## config.mk

```make
export PLATFORM = sky130hd
export DESIGN_NAME = kps_scanner
export DESIGN_NICKNAME = d
export VERILOG_FILES = /design/src/rtl/kps_pkg.sv /design/src/rtl/kps_tick.sv /design/src/rtl/kps_col_drive.sv /design/src/rtl/kps_debounce_bank.sv /design/src/rtl/kps_scanner.sv
export SDC_FILE = /design/constraint.sdc
export NUM_CORES = 1
export LEC_CHECK = 0
export ABC_AREA = 1
export CELL_PAD_IN_SITES_DETAIL_PLACEMENT = 1
export CELL_PAD_IN_SITES_GLOBAL_PLACEMENT = 2
export CORE_ASPECT_RATIO = 1.2
export CORE_UTILIZATION = 41
export CTS_CLUSTER_SIZE = 10
export DETAILED_ROUTE_END_ITERATION = 12
export PLACE_DENSITY = 0.87
export SYNTH_ARGS = -nofsm -noshare
export SYNTH_HDL_FRONTEND = slang
export SYNTH_HIERARCHICAL = 1
export SYNTH_SLANG_ARGS = --single-unit
```

## constraint.sdc

```tcl
create_clock -name clk -period 7.8 [get_ports clk]
set_input_delay 1.17 -clock clk [delete_from_list [all_inputs] [get_ports clk]]
set_output_delay 1.17 -clock clk [all_outputs]
set_load 0.02 [all_outputs]
```

## src/rtl/kps_pkg.sv

```systemverilog
package kps_pkg;
  typedef enum logic [1:0] {
    ST_IDLE,
    ST_SETTLE,
    ST_WALK,
    ST_WAIT
  } kps_state_e;
endpackage

```

## src/rtl/kps_tick.sv

```systemverilog
module kps_tick #(
  parameter int TICK_CYC = 125000
) (
  input  logic clk,
  input  logic rst_n,
  input  logic clr,
  output logic tick
);
  localparam int TW = (TICK_CYC > 1) ? $clog2(TICK_CYC) : 1;
  localparam logic [TW-1:0] TICK_LAST = TW'(TICK_CYC - 1);

  logic [TW-1:0] cnt_q;

  always_ff @(posedge clk or negedge rst_n) begin
    if (!rst_n) begin
      cnt_q <= '0;
    end else if (clr || cnt_q == TICK_LAST) begin
      cnt_q <= '0;
    end else begin
      cnt_q <= cnt_q + 1'b1;
    end
  end

  assign tick = !clr && (cnt_q == TICK_LAST);
endmodule

```

## src/rtl/kps_col_drive.sv

```systemverilog
module kps_col_drive #(
  parameter int COLS = 10,
  parameter int CW   = 4
) (
  input  logic            scanning,
  input  logic [CW-1:0]   col_idx,
  input  logic [COLS-1:0] col_en,
  output logic [COLS-1:0] col_drive
);
  for (genvar c = 0; c < COLS; c++) begin : g_col
    // disabled columns stay high; scanning lowers only the selected column
    assign col_drive[c] = !col_en[c] ? 1'b1
                        : (scanning ? (col_idx != CW'(c)) : 1'b0);
  end
endmodule

```

## src/rtl/kps_debounce_bank.sv

```systemverilog
module kps_debounce_bank #(
  parameter int ROWS       = 8,
  parameter int COLS       = 10,
  parameter int DB_SAMPLES = 11,
  parameter int RW         = 3,
  parameter int CW         = 4
) (
  input  logic            clk,
  input  logic            rst_n,
  input  logic            eval,
  input  logic [RW-1:0]   r_idx,
  input  logic [CW-1:0]   c_idx,
  input  logic            raw_press,
  input  logic [ROWS-1:0] row_en,
  input  logic [COLS-1:0] col_en,
  output logic            fire,
  output logic            any_active
);
  localparam int KEYS = ROWS * COLS;
  localparam int DBW  = (DB_SAMPLES > 1) ? $clog2(DB_SAMPLES) : 1;
  localparam logic [DBW-1:0] DB_LAST = DBW'(DB_SAMPLES - 1);

  logic [KEYS-1:0] flip;
  logic [KEYS-1:0] act;

  for (genvar k = 0; k < KEYS; k++) begin : g_key
    localparam int KR = k / COLS;
    localparam int KC = k % COLS;

    logic           stab_q;
    logic [DBW-1:0] cnt_q;
    logic           off;
    logic           hit;

    assign off     = !row_en[KR] || !col_en[KC];
    assign hit     = eval && !off && (r_idx == RW'(KR)) && (c_idx == CW'(KC));
    assign flip[k] = hit && (raw_press != stab_q) && (cnt_q == DB_LAST);
    assign act[k]  = stab_q || (cnt_q != '0);

    always_ff @(posedge clk or negedge rst_n) begin
      if (!rst_n) begin
        stab_q <= 1'b0;
        cnt_q  <= '0;
      end else if (off) begin
        stab_q <= 1'b0;
        cnt_q  <= '0;
      end else if (hit) begin
        if (raw_press != stab_q) begin
          if (cnt_q == DB_LAST) begin
            stab_q <= raw_press;
            cnt_q  <= '0;
          end else begin
            cnt_q <= cnt_q + 1'b1;
          end
        end else begin
          cnt_q <= '0;
        end
      end
    end
  end

  assign fire       = |flip;
  assign any_active = |act;
endmodule

```

## src/rtl/kps_scanner.sv

```systemverilog
module kps_scanner #(
  parameter int ROWS       = 8,
  parameter int COLS       = 10,
  parameter int TICK_CYC   = 125000,
  parameter int DB_SAMPLES = 11,
  parameter int SETTLE_CYC = 2
) (
  input  logic            clk,
  input  logic            rst_n,
  input  logic [ROWS-1:0] row_en,
  input  logic [COLS-1:0] col_en,
  input  logic [ROWS-1:0] row_sense,
  output logic [COLS-1:0] col_drive,
  output logic            evt_valid,
  input  logic            evt_ready,
  output logic [7:0]      evt_data
);
  import kps_pkg::*;

  localparam int RW = (ROWS > 1) ? $clog2(ROWS) : 1;
  localparam int CW = (COLS > 1) ? $clog2(COLS) : 1;
  localparam int SW = (SETTLE_CYC > 1) ? $clog2(SETTLE_CYC) : 1;
  localparam logic [RW-1:0] ROW_LAST    = RW'(ROWS - 1);
  localparam logic [SW-1:0] SETTLE_LAST = SW'(SETTLE_CYC - 1);

  kps_state_e      state_q;
  logic [CW-1:0]   col_idx;
  logic [RW-1:0]   row_idx;
  logic [SW-1:0]   settle_cnt;
  logic [ROWS-1:0] rows_q;

  logic          tick;
  logic          stall;
  logic          wake;
  logic          fire;
  logic          any_active;
  logic          raw_press;
  logic          first_found;
  logic [CW-1:0] first_col;
  logic          nxt_found;
  logic [CW-1:0] nxt_col;
  logic [6:0]    code;

  assign stall     = evt_valid && !evt_ready;
  assign wake      = |(~row_sense & row_en);
  assign raw_press = !rows_q[row_idx];
  assign code      = 7'(row_idx * COLS + col_idx + 1);

  // lowest enabled column, and lowest enabled column above the current one
  always_comb begin
    first_found = 1'b0;
    first_col   = '0;
    nxt_found   = 1'b0;
    nxt_col     = '0;
    for (int c = COLS - 1; c >= 0; c--) begin
      if (col_en[c]) begin
        first_found = 1'b1;
        first_col   = CW'(c);
        if (CW'(c) > col_idx) begin
          nxt_found = 1'b1;
          nxt_col   = CW'(c);
        end
      end
    end
  end

  kps_tick #(.TICK_CYC(TICK_CYC)) u_tick (
    .clk   (clk),
    .rst_n (rst_n),
    .clr   (state_q == ST_IDLE),
    .tick  (tick)
  );

  kps_col_drive #(.COLS(COLS), .CW(CW)) u_cols (
    .scanning  (state_q == ST_SETTLE || state_q == ST_WALK),
    .col_idx   (col_idx),
    .col_en    (col_en),
    .col_drive (col_drive)
  );

  kps_debounce_bank #(
    .ROWS(ROWS), .COLS(COLS), .DB_SAMPLES(DB_SAMPLES), .RW(RW), .CW(CW)
  ) u_bank (
    .clk        (clk),
    .rst_n      (rst_n),
    .eval       (state_q == ST_WALK && !stall),
    .r_idx      (row_idx),
    .c_idx      (col_idx),
    .raw_press  (raw_press),
    .row_en     (row_en),
    .col_en     (col_en),
    .fire       (fire),
    .any_active (any_active)
  );

  always_ff @(posedge clk or negedge rst_n) begin
    if (!rst_n) begin
      state_q    <= ST_IDLE;
      col_idx    <= '0;
      row_idx    <= '0;
      settle_cnt <= '0;
      rows_q     <= '1;
      evt_valid  <= 1'b0;
      evt_data   <= '0;
    end else begin
      if (evt_valid && evt_ready) begin
        evt_valid <= 1'b0;
      end
      if (fire) begin
        evt_valid <= 1'b1;
        evt_data  <= {raw_press, code};
      end
      unique case (state_q)
        ST_IDLE: begin
          if (wake && first_found) begin
            state_q    <= ST_SETTLE;
            col_idx    <= first_col;
            settle_cnt <= '0;
          end
        end
        ST_SETTLE: begin
          if (settle_cnt == SETTLE_LAST) begin
            rows_q  <= row_sense;
            row_idx <= '0;
            state_q <= ST_WALK;
          end else begin
            settle_cnt <= settle_cnt + 1'b1;
          end
        end
        ST_WALK: begin
          if (!stall) begin
            if (row_idx == ROW_LAST) begin
              if (nxt_found) begin
                col_idx    <= nxt_col;
                settle_cnt <= '0;
                state_q    <= ST_SETTLE;
              end else begin
                state_q <= ST_WAIT;
              end
            end else begin
              row_idx <= row_idx + 1'b1;
            end
          end
        end
        ST_WAIT: begin
          if (!any_active) begin
            state_q <= ST_IDLE;
          end else if (tick && first_found) begin
            state_q    <= ST_SETTLE;
            col_idx    <= first_col;
            settle_cnt <= '0;
          end
        end
        default: state_q <= ST_IDLE;
      endcase
    end
  end
endmodule

```

==> out/summary.txt, run 1 <==
status - finished, final reports clean
die area - 72,500 um2
sw frac - 41.3%
first-pass GRT wire length - 160,000 um
final total power - 7.96 mW
initial antenna violation count - 1
clock slew at reported path FFs - 0.06 ns
Tmin final - 4.96 ns
final count of hold timing violations - 0
row count - 107
startpoint types - flip-flop
area post-placement - 30,800 um2
Pint - 4.67 mW
Max Freq - 201 MHz
RePlAce Congestion - 0.874
Post-Synthesis Cell Area - 29,300 um2
Post-Synth Simple-Gate Area - 30.5%
CP arrival - 5.46 ns
Die W - 246 um
Yosys top cell area share - 37.2%
synth top area cells - dfrtp_1 (37%), ha_1 (10%), nand2_1 (9.1%)
Syn-to-layout area delta - 10.8%
worst r2r dst - evt_data[2]
gr usage total - 28.3%
post-synthesis xor/xnor area fraction - 1.26%
Adder-Cell Fraction of Synth Area - 10.1%
Num CTS Buffers - 54
Initial Utilization - 41.4%
Worst Path Max Fanout - 52
Worst EP required - 8.30 ns
Seq cells post-synth - 444
sequential share of the synthesized area - 38.0%
largest net degree at the start of global routing - 158
Port Buffers - 47
setup TNS - 0 ns
syn_nets - 4,257
hold path cells - 2
total leakage power - 15.1 nW
num ports - 48
layout cells sized above 1 - 5.23%
reg2reg setup slack - 2.84 ns
Clock Skew - 0.0198 ns
hold endpoint - evt_data[2]
Seq pwr share - 33.6%
Synth cell types - 53
CP Capture Type - flip-flop
H-tree levels - 2
top post-synthesis cells by count - nand2_1 (711), inv_1 (551), nor2_1 (497)
largest family of logic cells by synthesized area - simple AND/OR/NAND/NOR gates
post-route design area - 32,500 um2
DRC Markers - 0
DP Wirelength - 74,700 um
CP Class - reg -> reg
Inserted Diodes - 0
vias per cell - 5.51
ys async rst share - 100%
DRT Wirelength - 102,000 um
final slew viol count - 0
post-route ant nets - 0
unrepaired setup endpoints after global routing - no
Worst Hold Class - reg -> reg
nets - 4,324
Switch Pwr - 3.29 mW
peak supply drop - 184 uV
max_cap viols - 0
CTS tree - yes
Initial DRT Pass Iterations - 5
Core Region - 70,800 um2
DR WL/cell - 20.3 um
initial drt markers - 1,583
max_slew headroom - 25.2%
Worst Hold Launch - evt_data[2]
vias post-DR - 27,600
Post-CTS Resized - 0
worst r2r src - row_idx[0]
Main synth FF type - dfrtp_1
hold_buf cts - 0
post-synthesis cell count - 3,992
clock sinks - 444
Warnings, synthesis - 6
EDFF count, synth - 0
Pwr per Cell Area - 245 nW/um2
Final setup violation count - 0
Reg2Reg Depth - 21
Worst Tran Pin Value - 1.12 ns
Synth Area in Compound Gates - 11.6%
Root Driver - clkbuf_16
Synth area leader - dfrtp_1
clock power share - 30.8%
Final Hold Slack - 0.484 ns
worst skew pair latency - 0.63 ns
Die Ht - 295 um
count leader, synth - nand2_1
synthesized area per cell - 7.34 um2
total grt overflow - 0
post-route clock period utilization - 63.7%
combinational share of power - 35.6%
vias in the first global route - 28,000
post-synthesis mux area share - 0%
Post-CTS Setup Bufs - 0
CTS Buffer Depth - 3
## layout by cell type (no fill, tap or decap), types with 27 or more instances in the layout
master | Yosys | layout
nand2_1 | 711 | 711
inv_1 | 551 | 551
nor2_1 | 497 | 496
dfrtp_1 | 436 | 436
nand3_1 | 359 | 359
a21oi_1 | 289 | 288
ha_1 | 235 | 235
o21ai_0 | 219 | 219
nor3_1 | 188 | 188
nand4_1 | 109 | 109
clkbuf_16 | 0 | 57
clkdlybuf4s50_1 | 0 | 45
and3_1 | 40 | 40
xnor2_1 | 30 | 30
o22ai_1 | 29 | 29
nor4_1 | 28 | 28
inv_2 | 27 | 27
## logic make-up after synthesis
kind of cell,after synthesis
DFF,444
xor gates and xnor gates,42
AOI/OAI and AO/OA,627
buffers and inverters,641
adders and majority gates,236
and+or+nand+nor,2002
## per-stage QoR
step / util, % / cells / setup slack [ns]
6_report: 45.8 / 5016 / 2.84
5_1_grt: 45.8 / 5016 / 2.49
4_1_cts: 45.8 / 5016 / 2.88
3_5_place_dp: 43.5 / 4929 / 2.65
3_3_place_gp: 43.5 / 4929 / 2.73
2_1_floorplan: - / 3992 / 4.71
## worst max-delay path, cell delays in order (launching register included)
cell and delay [ns]:
dfrtp_1 0.82, inv_2 0.19, nand2_1 0.10, nand3_1 0.11
a32oi_4 0.33, buf_4 0.57, buf_4 0.61, nand2_1 0.14
nand2_1 0.10, nor2_1 0.04, nand3_1 0.10, nand2_1 0.08
nor2_1 0.17, nand2_1 0.13, nor2_1 0.24, nand2_1 0.08
nor2_1 0.16, nand2_1 0.21, inv_1 0.37, a21oi_1 0.07
o21ai_0 0.09, nand2_1 0.06
## metal layers
metal	vias to the layer above	GRT usage [%]	wire length, um
li1	13300	-	-
met1	13700	36.2	45000
met2	468	48.4	48900
met3	159	4.02	4470
met4	0	9.79	3550
met5	-	0	0
## state kept, by name (all words and copies together) (netlist names)
signal and cells:
state_q 2, col_idx 4, row_idx 3, u_tick/cnt_q 17, u_bank/g_key.stab_q 80, u_bank/g_key.cnt_q 320, rows_q 8, settle_cnt 1
evt_data 8, evt_valid 1
## how the worst max path moves through the flow
stage	startpoint	to	slack (ns)	cells after the start
3_3_place_gp	evt_ready	evt_data[2]	2.73	18
2_1_floorplan	evt_ready	evt_data[0]	4.71	17
3_5_place_dp	evt_ready	evt_data[2]	2.65	18
6_report	row_idx[0]	evt_data[2]	2.84	21
4_1_cts	row_idx[0]	evt_data[2]	2.88	21
5_1_grt	row_idx[0]	evt_data[2]	2.49	21
## final cells by class
| type | instances | area [um2] |
|---|---|---|
| sequential | 444 | 11100 |
| inverter | 579 | 2170 |
| fill | 8940 | 38400 |
| tap | 926 | 1160 |
| timing repair buffer | 73 | 691 |
| clock buffer | 83 | 1610 |
| multi-input combinational | 2907 | 15700 |
| clock inverter | 4 | 25.0 |
## power groups by stage
stage	clock (mW)	combinational [mW]	sequential, mW
after floorplan	0	1.85	2.66
after global placement	0	2.78	2.71
after detailed placement	0	2.82	2.71
after CTS	2.52	2.84	2.67
after global routing	2.59	3.14	2.70
final	2.45	2.83	2.68
Power figures use the tool's default switching activity.
==> inputs of run 2 (changes only) <==
CORE_UTILIZATION = 38   (was 41)
PLACE_DENSITY = 0.82   (was 0.87)
clock period = 4.6 ns   (was 7.8 ns; I/O delays follow)
==> out/summary.txt, run 2 (synthesis results as in run 1) <==
status - finished, final reports clean
Final Hold Slack - 0.117 ns
DR WL/cell - 20.3 um
vias post-DR - 27,600
Final setup violation count - 0
CP Class - reg -> reg
vias per cell - 5.36
most frequent cells in the layout - nand2_1 (711), inv_1 (551), nor2_1 (497)
Post-CTS Setup Bufs - 0
CTS Buffer Depth - 3
gr usage total - 26.8%
post-route setup slack - 0.773 ns
clock sinks - 444
Die Ht - 306 um
Syn-to-layout area delta - 12.6%
CP arrival - 4.35 ns
post-route clock period utilization - 83.2%
Filler Cell Count - 9,618
CTS tree - yes
RePlAce Congestion - 0.879
largest net degree at the start of global routing - 98
die area - 78,200 um2
area post-placement - 31,400 um2
max_cap viols - 0
Post-CTS Resized - 0
Switch Pwr - 5.64 mW
clock power share - 30.1%
Top reg by flops - u_bank/g_key.cnt_q
area of the multi-input gates - 15,700 um2
DP Wirelength - 79,600 um
nets - 4,367
startpoint types - flip-flop
initial antenna violation count - 1
row count - 111
combinational share of power - 36.8%
Pwr per Cell Area - 415 nW/um2
worst skew pair latency - 0.64 ns
crit-path max cell delay - 0.51 ns
Die W - 255 um
max_slew headroom - 33.2%
final count of hold timing violations - 0
CP Capture Type - flip-flop
critical path's slowest cell - dfrtp_1
Num CTS Buffers - 54
Root Driver - clkbuf_16
Tmin final - 3.83 ns
Worst Hold Class - in -> async
first-pass GRT wire length - 164,000 um
Setup WS pre-CTS - 0.456 ns
final total power - 13.7 mW
vias in the first global route - 28,300
total leakage power - 15.3 nW
Core Region - 76,400 um2
Initial DRT Pass Iterations - 5
post-route design area - 33,000 um2
Worst Path Max Fanout - 36
DRT Wirelength - 104,000 um
Register Area - 11,100 um2
fin cells - 5,153
post-route ant nets - 0
total grt overflow - 0
CP bufs+invs - 3
Clock Skew - 0.0197 ns
DRC Markers - 0
family with the most delay on the worst path - simple AND/OR/NAND/NOR gates
setup TNS - 0 ns
Pint - 8.04 mW
Port Buffers - 47
Post-Place Cells - 5,063
worst path cell trace - inv_2, nand2_1, nand3_1, a32oi_4, buf_12, xnor2_1, nor2_1, nand3_1, nand2_1, nor2_1, nand2_1, nor2_1, nand2_1, nor2_1, nand2_1, inv_1, a21oi_1, o21ai_0, nand2_1
Seq pwr share - 33.1%
clock slew at reported path FFs - 0.06 ns
hold_buf cts - 0
final slew viol count - 0
post-layout util - 43.2%
most common cell after layout, fill and taps aside - nand2_1
H-tree levels - 2
biggest registers after layout - u_bank/g_key.cnt_q: 320 flops, u_bank/g_key.stab_q: 80 flops, u_tick/cnt_q: 17 flops
Worst EP required - 5.12 ns
max reg flops - 320
Initial Utilization - 38.3%
unrepaired setup endpoints after global routing - no
Inserted Diodes - 0
layout cells sized above 1 - 6.14%
sw frac - 41.2%
num ports - 48
Worst Tran Pin Value - 0.999 ns
initial drt markers - 1,610
peak supply drop - 389 uV
Max Freq - 261 MHz
cell mode on critical path - nand2_1
-- run 2: cell count changes in the layout (fill, tap and decap cells not counted) --
cell             before  now
clkbuf_1             17   21
clkbuf_16            57   55
nor2_1              496  497
clkinvlp_4            2    0
clkdlybuf4s50_1      45   46
clkbuf_8              9   10
buf_12                2   10
buf_4                24   59
clkinv_2              2    3
nor2_2               19   18
inv_6                 0    1
buf_2                 1    0
-- run 2: worst reg2reg max path, cell delays in order (launching register included) --
cell and delay [ns]:
dfrtp_1 0.51, inv_2 0.13, nand2_1 0.09, nand3_1 0.10, a32oi_4 0.45, buf_12 0.27
xnor2_1 0.20, nor2_1 0.09, nand3_1 0.12, nand2_1 0.10, nor2_1 0.20, nand2_1 0.14
nor2_1 0.31, nand2_1 0.12, nor2_1 0.11, nand2_1 0.18, inv_1 0.37, a21oi_1 0.07
o21ai_0 0.09, nand2_1 0.06
-- run 2: power groups by stage --
stage	logic, mW	registers, mW	clock network [mW]
after floorplan	3.13	4.51	0
after global placement	4.98	4.58	0
after detailed placement	5.04	4.59	0
after CTS	5.06	4.53	4.25
after global routing	5.54	4.58	4.36
final	5.03	4.53	4.12
-- run 2: worst paths after layout --
kind,startpoint,slack (ns),to,cells past startpoint
max,row_idx[0],0.77,evt_data[2],19
min,rst_n,0.12,u_tick/cnt_q[7],1
max reg2reg,row_idx[0],0.77,evt_data[2],19
min reg2reg,u_bank/g_key[43].cnt_q[2],0.49,u_bank/g_key[43].cnt_q[2],1
max in group asynchronous,rst_n,3.42,rows_q[2],2
min in group clk,u_bank/g_key[43].cnt_q[2],0.49,u_bank/g_key[43].cnt_q[2],1
-- run 2: area by class of cell --
cell class                 instances  share of cell area [%]
tap                             1017                    3.86
inverter                         579                    6.59
multi-input combinational       2907                    47.5
sequential                       444                    33.7
timing repair buffer             116                    3.39
clock buffer                      86                    4.83
clock inverter                     4                  0.0721
-- run 2: routing by layer --
| layer | GRT usage [%] | part of all wire [%] | up-vias |
|---|---|---|---|
| met2 | 46.9 | 49 | 385 |
| met1 | 35.2 | 45 | 13700 |
| met4 | 6.85 | 2.4 | 2 |
| met3 | 2.74 | 3.2 | 130 |
| met5 | 0 | 0.012 | - |
| li1 | - | - | 13400 |
